File: src/rtl/cfgwin_pkg.sv
package cfgwin_pkg;
  localparam int ADDR_W = 32;
  localparam int DATA_W = 32;
  localparam int BE_W   = DATA_W / 8;
  localparam int WIN_W  = 16;               // 64 KiB window
  localparam int PAGE_W = 12;               // 4 KiB per identifier slot
  localparam int ID_W   = ADDR_W - WIN_W;   // identifier / base width
  localparam int REG_AW = 12;
  localparam logic [REG_AW-1:0] OFS_BASE = 12'h92C;
  localparam logic [REG_AW-1:0] OFS_ID   = 12'h930;

  typedef enum logic [1:0] {SZ_BYTE = 2'd0, SZ_HALF = 2'd1, SZ_WORD = 2'd2, SZ_WORD2 = 2'd3} acc_size_e;

  typedef struct packed {
    logic [ADDR_W-1:0] addr;
    logic              type1;
    logic              write;
    logic [DATA_W-1:0] wdata;
    logic [BE_W-1:0]   be;
    logic              miss;
  } cfg_req_t;
endpackage

File: src/rtl/cfgwin_regs.sv
module cfgwin_regs
  import cfgwin_pkg::*;
(
  input  logic              clk,
  input  logic              rst_n,
  input  logic              we,
  input  logic [REG_AW-1:0] addr,
  input  logic [DATA_W-1:0] wdata,
  output logic [DATA_W-1:0] rdata,
  output logic [ID_W-1:0]   base,
  output logic [ID_W-1:0]   slot0,
  output logic [ID_W-1:0]   slot1
);
  always_ff @(posedge clk or negedge rst_n) begin
    if (!rst_n) begin
      base  <= '0;
      slot0 <= '0;
      slot1 <= '0;
    end else if (we) begin
      if (addr == OFS_BASE) base <= wdata[DATA_W-1 -: ID_W];
      if (addr == OFS_ID) begin
        slot0 <= wdata[ID_W-1:0];
        slot1 <= wdata[DATA_W-1 -: ID_W];
      end
    end
  end

  always_comb begin
    rdata = '0;
    if (addr == OFS_BASE) rdata = {base, {(DATA_W-ID_W){1'b0}}};
    else if (addr == OFS_ID) rdata = {slot1, slot0};
  end

  assert_base_low_zero_R2: assert property (@(posedge clk) disable iff (!rst_n)
    (addr == OFS_BASE) |-> (rdata[WIN_W-1:0] == '0));

  assert_id_write_R3: assert property (@(posedge clk) disable iff (!rst_n)
    (we && addr == OFS_ID) |=> (slot0 == $past(wdata[ID_W-1:0])));
endmodule

File: src/rtl/cfgwin_decode.sv
module cfgwin_decode
  import cfgwin_pkg::*;
(
  input  logic [ID_W-1:0]   base,
  input  logic [ID_W-1:0]   slot0,
  input  logic [ID_W-1:0]   slot1,
  input  logic              sel,
  input  logic [ADDR_W-1:0] addr,
  input  logic              write,
  input  logic [1:0]        size,
  input  logic [DATA_W-1:0] wdata,
  output cfg_req_t          req
);
  logic [WIN_W-1:0] ofs;
  logic             in_win;
  logic [ID_W-1:0]  id;
  logic [BE_W-1:0]  be_raw;
  acc_size_e        sz;

  assign ofs    = addr[WIN_W-1:0];
  assign in_win = sel && (addr[ADDR_W-1 -: ID_W] == base) && (ofs[WIN_W-1:PAGE_W+1] == '0);
  assign id     = ofs[PAGE_W] ? slot1 : slot0;
  assign sz     = acc_size_e'(size);

  always_comb begin
    unique case (sz)
      SZ_BYTE: be_raw = BE_W'(1) << addr[1:0];
      SZ_HALF: be_raw = addr[1] ? 4'b1100 : 4'b0011;
      default: be_raw = '1;
    endcase
  end

  always_comb begin
    req.write = write;
    req.wdata = wdata;
    req.miss  = !in_win;
    if (in_win) begin
      req.addr  = {id, {(WIN_W-PAGE_W){1'b0}}, ofs[PAGE_W-1:2], 2'b00};
      req.type1 = (ofs[WIN_W-1:PAGE_W] != '0);
      req.be    = be_raw;
    end else begin
      req.addr  = '0;
      req.type1 = 1'b0;
      req.be    = '0;
    end
  end
endmodule

File: src/rtl/cfgwin_outreg.sv
module cfgwin_outreg
  import cfgwin_pkg::*;
(
  input  logic     clk,
  input  logic     rst_n,
  input  logic     in_valid,
  output logic     in_ready,
  input  cfg_req_t in_req,
  output logic     out_valid,
  input  logic     out_ready,
  output cfg_req_t out_req
);
  assign in_ready = !out_valid || out_ready;

  always_ff @(posedge clk or negedge rst_n) begin
    if (!rst_n) begin
      out_valid <= 1'b0;
      out_req   <= '0;
    end else if (in_ready) begin
      out_valid <= in_valid;
      if (in_valid) out_req <= in_req;
    end
  end

  assert_hold_valid_R9: assert property (@(posedge clk) disable iff (!rst_n)
    (out_valid && !out_ready) |=> out_valid);

  assert_hold_data_R9: assert property (@(posedge clk) disable iff (!rst_n)
    (out_valid && !out_ready) |=> $stable(out_req));
endmodule

File: src/rtl/cfgwin_xlate.sv
module cfgwin_xlate
  import cfgwin_pkg::*;
(
  input  logic        clk,
  input  logic        rst_n,
  input  logic        reg_we,
  input  logic [11:0] reg_addr,
  input  logic [31:0] reg_wdata,
  output logic [31:0] reg_rdata,
  input  logic        s_valid,
  output logic        s_ready,
  input  logic        s_sel,
  input  logic [31:0] s_addr,
  input  logic        s_write,
  input  logic [1:0]  s_size,
  input  logic [31:0] s_wdata,
  output logic        m_valid,
  input  logic        m_ready,
  output logic [31:0] m_addr,
  output logic        m_type1,
  output logic        m_write,
  output logic [31:0] m_wdata,
  output logic [3:0]  m_be,
  output logic        m_miss
);
  logic [ID_W-1:0] base, slot0, slot1;
  cfg_req_t        dec_req, out_req;

  cfgwin_regs u_regs (
    .clk(clk), .rst_n(rst_n), .we(reg_we), .addr(reg_addr), .wdata(reg_wdata),
    .rdata(reg_rdata), .base(base), .slot0(slot0), .slot1(slot1)
  );

  cfgwin_decode u_decode (
    .base(base), .slot0(slot0), .slot1(slot1), .sel(s_sel), .addr(s_addr),
    .write(s_write), .size(s_size), .wdata(s_wdata), .req(dec_req)
  );

  cfgwin_outreg u_outreg (
    .clk(clk), .rst_n(rst_n), .in_valid(s_valid), .in_ready(s_ready), .in_req(dec_req),
    .out_valid(m_valid), .out_ready(m_ready), .out_req(out_req)
  );

  assign m_addr  = out_req.addr;
  assign m_type1 = out_req.type1;
  assign m_write = out_req.write;
  assign m_wdata = out_req.wdata;
  assign m_be    = out_req.be;
  assign m_miss  = out_req.miss;

  assert_miss_quiet_R4: assert property (@(posedge clk) disable iff (!rst_n)
    (m_valid && m_miss) |-> (m_addr == '0 && m_be == '0 && !m_type1));

  assert_addr_gaps_R6: assert property (@(posedge clk) disable iff (!rst_n)
    (m_valid && !m_miss) |-> (m_addr[15:12] == 4'h0 && m_addr[1:0] == 2'b00));

  assert_be_nonzero_R7: assert property (@(posedge clk) disable iff (!rst_n)
    (m_valid && !m_miss) |-> ($countones(m_be) inside {1, 2, 4}));

  assert_accept_R9: assert property (@(posedge clk) disable iff (!rst_n)
    (s_valid && s_ready) |=> m_valid);
endmodule

File: config.mk
export PLATFORM = sky130hd
export DESIGN_NAME = cfgwin_xlate
export DESIGN_NICKNAME = d
export VERILOG_FILES = /design/src/rtl/cfgwin_pkg.sv /design/src/rtl/cfgwin_regs.sv /design/src/rtl/cfgwin_decode.sv /design/src/rtl/cfgwin_outreg.sv /design/src/rtl/cfgwin_xlate.sv
export SDC_FILE = /design/constraint.sdc
export NUM_CORES = 1
export LEC_CHECK = 0
export ABC_AREA = 1
export BUFFER_PORTS_ARGS = -buffer_cell sky130_fd_sc_hd__buf_2
export CORE_AREA = 8 8 111 113
export DETAILED_ROUTE_END_ITERATION = 8
export DIE_AREA = 0 0 119 121
export MAX_ROUTING_LAYER = met4
export PLACE_DENSITY = 0.84
export SLEW_MARGIN = 25
export SYNTH_ARGS = -nofsm -noshare
export SYNTH_HDL_FRONTEND = slang
export SYNTH_SLANG_ARGS = --single-unit
File: constraint.sdc
create_clock -name clk -period 2.75 [get_ports clk]
set_input_delay 0.1375 -clock clk [delete_from_list [all_inputs] [get_ports clk]]
set_output_delay 0.1375 -clock clk [all_outputs]
set_load 0.02 [all_outputs]
==> impl_metrics.json, run 1 <==
{
  "hold_viol_final": 0,
  "finalWirelength_um": 18200,
  "synth_edf_count": 0,
  "crit_chain": "buf_2 -> nor2_1 -> nand3_1 -> nor3_1 -> nand2_1 -> o22ai_1 -> buf_2",
  "design_area_um2": 7900,
  "syn_area_per_cell_um2": 7.78,
  "crit_path_top_delay_cell": "nand2_1",
  "area_delta_synth_final_pct": 48.5,
  "cts_buffers": 17,
  "drt-pass1-iter-count": 5,
  "p_leak_nw": 4.43,
  "cp_max_fo": 17,
  "cap_violations": 0,
  "initial_core_util": 0.502,
  "place.gp.congestion": 0.836,
  "die-width_um": 119,
  "antenna_found_initial": 2,
  "fillerInstances": 721,
  "vias_per_cell": 4.96,
  "synth_top_cell_by_area": "dfrtp_1",
  "fin_crit_sh": 0.629,
  "setup_tns_ps": 0,
  "dpl-instance-area_um2": 6480,
  "nNetsFinal": 1087,
  "combPwrFrac": 0.149,
  "worstMarginPinSlew_ps": 802,
  "die-area_um2": 14400,
  "finClkSkew_ps": 8.24,
  "seq_area_frac_synth": 0.536,
  "fmax_mhz": 578,
  "syn_inst": 684,
  "arrival_ps": 1590,
  "syn_area_um2": 5320,
  "cts_resized": 0,
  "synth_warnings": 0,
  "ys_top_cells_by_area": "dfrtp_1 (54%), nand2_1 (17%), o21ai_0 (6.9%)",
  "yosysMostFrequentCell": "nand2_1",
  "p_total_mw": 4.88,
  "clock_latency_ps": 500,
  "ir_worst_vdd_mv": 0.360,
  "synth_ff_type": "dfrtp_1",
  "synth.top_cell.area_share": 0.536,
  "h-tree-depth": 4,
  "ys_ff_latch": 114,
  "p_int_mw": 3.61,
  "vias": 5585,
  "netSwitchingPower_mw": 1.27,
  "synth_async_sr_flop_share": 1.00,
  "setup.worst_path.class": "in2out",
  "synth_commonest_cells": "nand2_1 (246), dfrtp_1 (114), inv_1 (79), o21ai_0 (73), nor2_1 (48)",
  "relSlewSlack": 0.466,
  "slowest_delay_ps": 390,
  "drt_iter0_markers": 461,
  "sequentialPowerShare": 0.377,
  "drive_gt1_frac": 0.271,
  "wl_per_cell_um": 16.2,
  "rsz0062_at_grt": "false",
  "clockBufferDepth": 2,
  "critPathMostFrequentCell": "buf_2",
  "regArea_um2": 2850,
  "grt_pass1_vias": 5766,
  "die_h_um": 121,
  "grt_pass1_wl_um": 28900,
  "rows": 38,
  "critPathBufInv": 2,
  "p_clk_frac": 0.475,
  "synth_cell_types": 25,
  "worstHoldPathType": "in2reg",
  "grt_max_degree": 85,
  "crit_path_start_kind": "input pin",
  "crit_required_ps": 2610,
  "dp_hpwl_um": 11300,
  "cts.sinks": 114,
  "worstSetupEndpointType": "output port",
  "slew_viol_final": 0,
  "multiInputGateArea_um2": 1980,
  "path_clk_slew_ps": 50,
  "min_period_ps": 1730,
  "drc": 0,
  "final_antenna_net_count": 0,
  "switching_share": 0.260,
  "p_per_area_nw_per_um2": 617,
  "grt_overflow": 0,
  "status": "complete, no violations",
  "io-pin-count": 222,
  "cts_root_buffer": "clkbuf_8",
  "track_usage": 0.257,
  "cts_tree": "built",
  "fin_util": 0.745,
  "setup_violations": 0,
  "path_delay_family": "simple AND/OR/NAND/NOR gates",
  "io_buffer_count": 215,
  "core_area_um2": 10600
}
-- cell families (layout without fill, tap and decap cells) --
family	after synthesis	after routing	synth area share
flops	114	114	0.536
other cells	1	8	0.000705
xor+xnor	6	6	0.00988
compound gates	127	127	0.122
simple gates	315	315	0.235
buf+inv	121	415	0.0962
-- sequential cells by signal, summed over array words and instances (netlist names) --
register / cells
u_outreg.out_req: 65
u_outreg.out_valid: 1
u_regs.base: 16
u_regs.slot0: 16
u_regs.slot1: 16
-- through the flow --
stage               worst slack (ps)  hold slack [ps]  instances
floorplan                       1250             -158        689
detailed placement               909            -25.6       1013
finish                          1020             32.5       1125
CTS                             1050             7.92       1123
global placement                 954            -24.1       1013
global route                     828             63.1       1125
-- final cells by class --
cell class	count	area share
Multi-Input combinational cell	454	0.250
Timing Repair Buffer	302	0.247
Clock inverter	12	0.0226
Clock buffer	20	0.0576
Tap cell	140	0.0222
Sequential cell	114	0.361
Inverter	81	0.0385
Antenna cell	2	0.000633
-- metal layers --
metal	GRT usage	vias up	wire length [um]
li1	-	2690	-
met2	0.415	287	8860
met3	0.0721	41	1460
met4	0.0933	0	423
met5	-	-	0
met1	0.303	2567	7430
-- power by group through the flow --
stage          combinational, mW  clock [mW]  sequential (mW)
3_3_place_gp               0.609           0             1.85
2_1_floorplan              0.212           0             1.98
6_report                   0.726        2.31             1.84
3_5_place_dp               0.617           0             1.86
4_1_cts                    0.708        2.34             1.83
5_1_grt                    0.791        2.43             1.84
-- timing repair --
| action | 4_1_cts | 5_1_grt |
|---|---|---|
| setup endpoints to repair | 0 | 0 |
| endpoints found under the hold margin | 206 | 0 |
| buffers inserted | 0 | 0 |
| hold buffers | 78 | 0 |
-- worst paths after layout --
kind | to | depth (start not counted) | slack (ps) | start
max | reg_rdata[28] | 7 | 1020 | reg_addr[1]
min | u_outreg.out_req[1]$_DFFE_PN0P_ | 4 | 30 | s_addr[1]
max reg2reg | u_outreg.out_req[70]$_DFFE_PN0P_ | 6 | 1040 | u_outreg.out_valid$_DFFE_PN0N_
min reg2reg | u_outreg.out_req[38]$_DFFE_PN0P_ | 2 | 480 | u_outreg.out_req[38]$_DFFE_PN0P_
max in group asynchronous | u_outreg.out_req[65]$_DFFE_PN0P_ | 3 | 1700 | rst_n
min in group asynchronous | u_outreg.out_req[23]$_DFFE_PN0P_ | 3 | 330 | rst_n
-- cells in the final DEF, fill, tap and decap left out --
master and n:
nand2_1 245, buf_2 214, dfrtp_1 114, inv_1 79
dlygate4sd3_1 78, o21ai_0 73, nor2_1 48, a21oi_1 34
clkbuf_16 16, nand3_1 12, o22ai_1 10, o21ai_1 10
buf_4 8, xnor2_1 6, conb_1 6, clkbuf_8 4
bufinv_16 4, clkinvlp_4 3, diode_2 2, inv_2 2
nor2_2 2, or2_2 2, clkinv_2 2, clkinv_4 2
buf_12 2, or2_0 1, nand3b_4 1, nor3_1 1
nor4_4 1, nand2_2 1, nor2_4 1, inv_6 1
-- worst min-delay path: stages --
cell and delay [ps]:
buf_2 120, a21oi_1 80, o21ai_0 60, o21ai_0 80
Note: power is estimated with default switching activity, not from simulation.
==> inputs of run 2 (changes only) <==
CORE_AREA = 8 8 119 121   (was 8 8 111 113)
DIE_AREA = 0 0 127 129   (was 0 0 119 121)
PLACE_DENSITY = 0.77   (was 0.84)
clock period = 1.4 ns   (was 2.75 ns; I/O delays follow)
==> run 2 against run 1 <==
Compared with the run above: critical path depth up 1; largest cell class unchanged; critical endpoint is now reg_rdata[31]; non-clock buffer count up 15; core utilization down 8.7 points; cell count is 2.0% higher; routed wire length rose by 1.1%; power up 91%; clock power is 83% higher; highest routed layer unchanged; sequential cell count stayed put; via count up 0.64%; first-iteration DRC count shrank 32%; clock skew grew 5.8 ps.
==> impl_metrics.json, run 2 (synthesis results as in run 1) <==
{
  "status": "complete, no violations",
  "fin_util": 0.659,
  "rsz0062_at_grt": "true",
  "dp_hpwl_um": 12000,
  "dpl-instance-area_um2": 6680,
  "timing.hold.ws_ps": 41.3,
  "drive_gt1_frac": 0.293,
  "largest_register_ff_count": 65,
  "whs_path_depth": 4,
  "drt-pass1-iter-count": 5,
  "hold_viol_final": 0,
  "drc": 0,
  "r2r_slack_ps": 10,
  "design_area_um2": 8110,
  "cts_root_buffer": "clkbuf_16",
  "die-width_um": 127,
  "io-pin-count": 222,
  "die-area_um2": 16400,
  "place.gp.congestion": 0.847,
  "cap_violations": 0,
  "clock_latency_ps": 420,
  "wl_per_cell_um": 16.0,
  "drt_iter0_markers": 314,
  "relSlewSlack": 0.636,
  "cts_tree": "built",
  "p_per_area_nw_per_um2": 1150,
  "path_clk_slew_ps": 50,
  "grt_pass1_vias": 5618,
  "initial_core_util": 0.432,
  "worstMarginPinSlew_ps": 546,
  "track_usage": 0.229,
  "p_leak_nw": 4.51,
  "final_antenna_net_count": 0,
  "grt_pass1_wl_um": 28500,
  "layout_common_cells": "nand2_1 (243), buf_2 (207), dfrtp_1 (113)",
  "cp_max_fo": 9,
  "worstHoldPathType": "in2reg",
  "worstSetupEndpointType": "output port",
  "vias": 5621,
  "min_period_ps": 1400,
  "grt_max_degree": 45,
  "vias_per_cell": 4.90,
  "fmax_mhz": 715,
  "r2r_end": "u_outreg.out_req[46]$_DFFE_PN0P_",
  "finClkSkew_ps": 14.1,
  "core_area_um2": 12300,
  "crit_required_ps": 1330,
  "cts.sinks": 114,
  "r2r_cells": 8,
  "r2r-start": "u_regs.base[7]$_DFFE_PN0P_",
  "top_register": "u_outreg.out_req",
  "setup.worst_path.class": "in2out",
  "arrival_ps": 1330,
  "fillerInstances": 941,
  "fin_crit_sh": 0.999,
  "h-tree-depth": 4,
  "cts_buffers": 17,
  "min_to": "u_outreg.out_req[2]$_DFFE_PN0P_",
  "setup_violations": 0,
  "grt_overflow": 0,
  "finalWirelength_um": 18400,
  "final_common_cell": "nand2_1",
  "nNetsFinal": 1102,
  "crit_path_start_kind": "input pin",
  "hp-start": "s_addr[1]",
  "rows": 41,
  "ir_worst_vdd_mv": 0.587,
  "die_h_um": 129,
  "area_delta_synth_final_pct": 52.4,
  "slew_viol_final": 0,
  "io_buffer_count": 215,
  "clockBufferDepth": 2,
  "antenna_found_initial": 2
}
## run 2: changes by cell type in the layout (fill, tap and decap cells not counted), moves of 2 or more
cell      change
buf_12        +7
buf_2         -7
buf_4        +16
clkbuf_8      -4
clkinv_2      +4
nand2_1       -2
nand2_2       +2
nor2_1        -4
nor2_2        +4
o21ai_0      -16
o21ai_1      +15
## run 2: timing repair
item | in CTS | in global routing
cloned | 0 | 0
setup buffers | 0 | 4
setup endpoints to repair | 33 | 43
hold endpoints to repair | 206 | 0
gates resized for setup | 11 | 23
hold buffers | 77 | 0
pin swaps | 0 | 3
## run 2: report_power, final
part	total (mW)	leakage, nW	internal [mW]	switching (mW)
Clock	4.22	0.281	2.75	1.47
Sequential	3.61	1.30	3.50	0.109
Combinational	1.47	2.93	0.594	0.881
Total	9.30	4.51	6.84	2.46
## run 2: critical path, cell delays in order
cell and delay (ps):
buf_2 110, nor2_2 130, nand3_1 130, nor3_2 220, nand2_2 140, buf_4 200, o21ai_1 150, buf_4 170
## run 2: cell type report
cell class	count	area (um^2)	share of cell area
Multi-Input combinational cell	454	2020	0.249
Antenna cell	2	5.00	0.000617
Sequential cell	114	2850	0.352
Clock inverter	12	144	0.0177
Clock buffer	18	429	0.0529
Tap cell	150	188	0.0231
Timing Repair Buffer	317	2170	0.267
Inverter	81	304	0.0375
## run 2: per-layer routing
layer  vias to the layer above  GRT usage  wire (um)
li1                       2718          -          -
met2                       269      0.355       8890
met4                         0      0.126        660
met1                      2580      0.269       7420
met3                        54     0.0592       1410
met5                         -          -          0
## run 2: through the flow
stage / power (mW) / worst slack [ps] / TNS [ps] / std cells
after floorplan: 4.30 / 19.0 / 0 / 689
final: 9.30 / 1.40 / 0 / 1148
after CTS: 9.32 / -30.0 / -242 / 1142
after global routing: 9.66 / -60.8 / -1720 / 1148
after detailed placement: 4.92 / -91.5 / -909 / 1035
after global placement: 4.89 / -18.9 / -182 / 1035
## run 2: worst max path at each step
stage | startpoint | to | slack, ps | depth (start not counted)
2_1_floorplan | u_outreg.out_valid$_DFFE_PN0N_ | u_outreg.out_req[55]$_DFFE_PN0P_ | 20 | 7
3_3_place_gp | u_regs.base[7]$_DFFE_PN0P_ | u_outreg.out_req[0]$_DFFE_PN0P_ | -20 | 10
3_5_place_dp | u_regs.base[7]$_DFFE_PN0P_ | u_outreg.out_req[45]$_DFFE_PN0P_ | -90 | 9
4_1_cts | u_regs.base[7]$_DFFE_PN0P_ | u_outreg.out_req[42]$_DFFE_PN0P_ | -30 | 9
5_1_grt | reg_addr[1] | reg_rdata[31] | -60 | 8
6_report | reg_addr[1] | reg_rdata[31] | 1 | 8
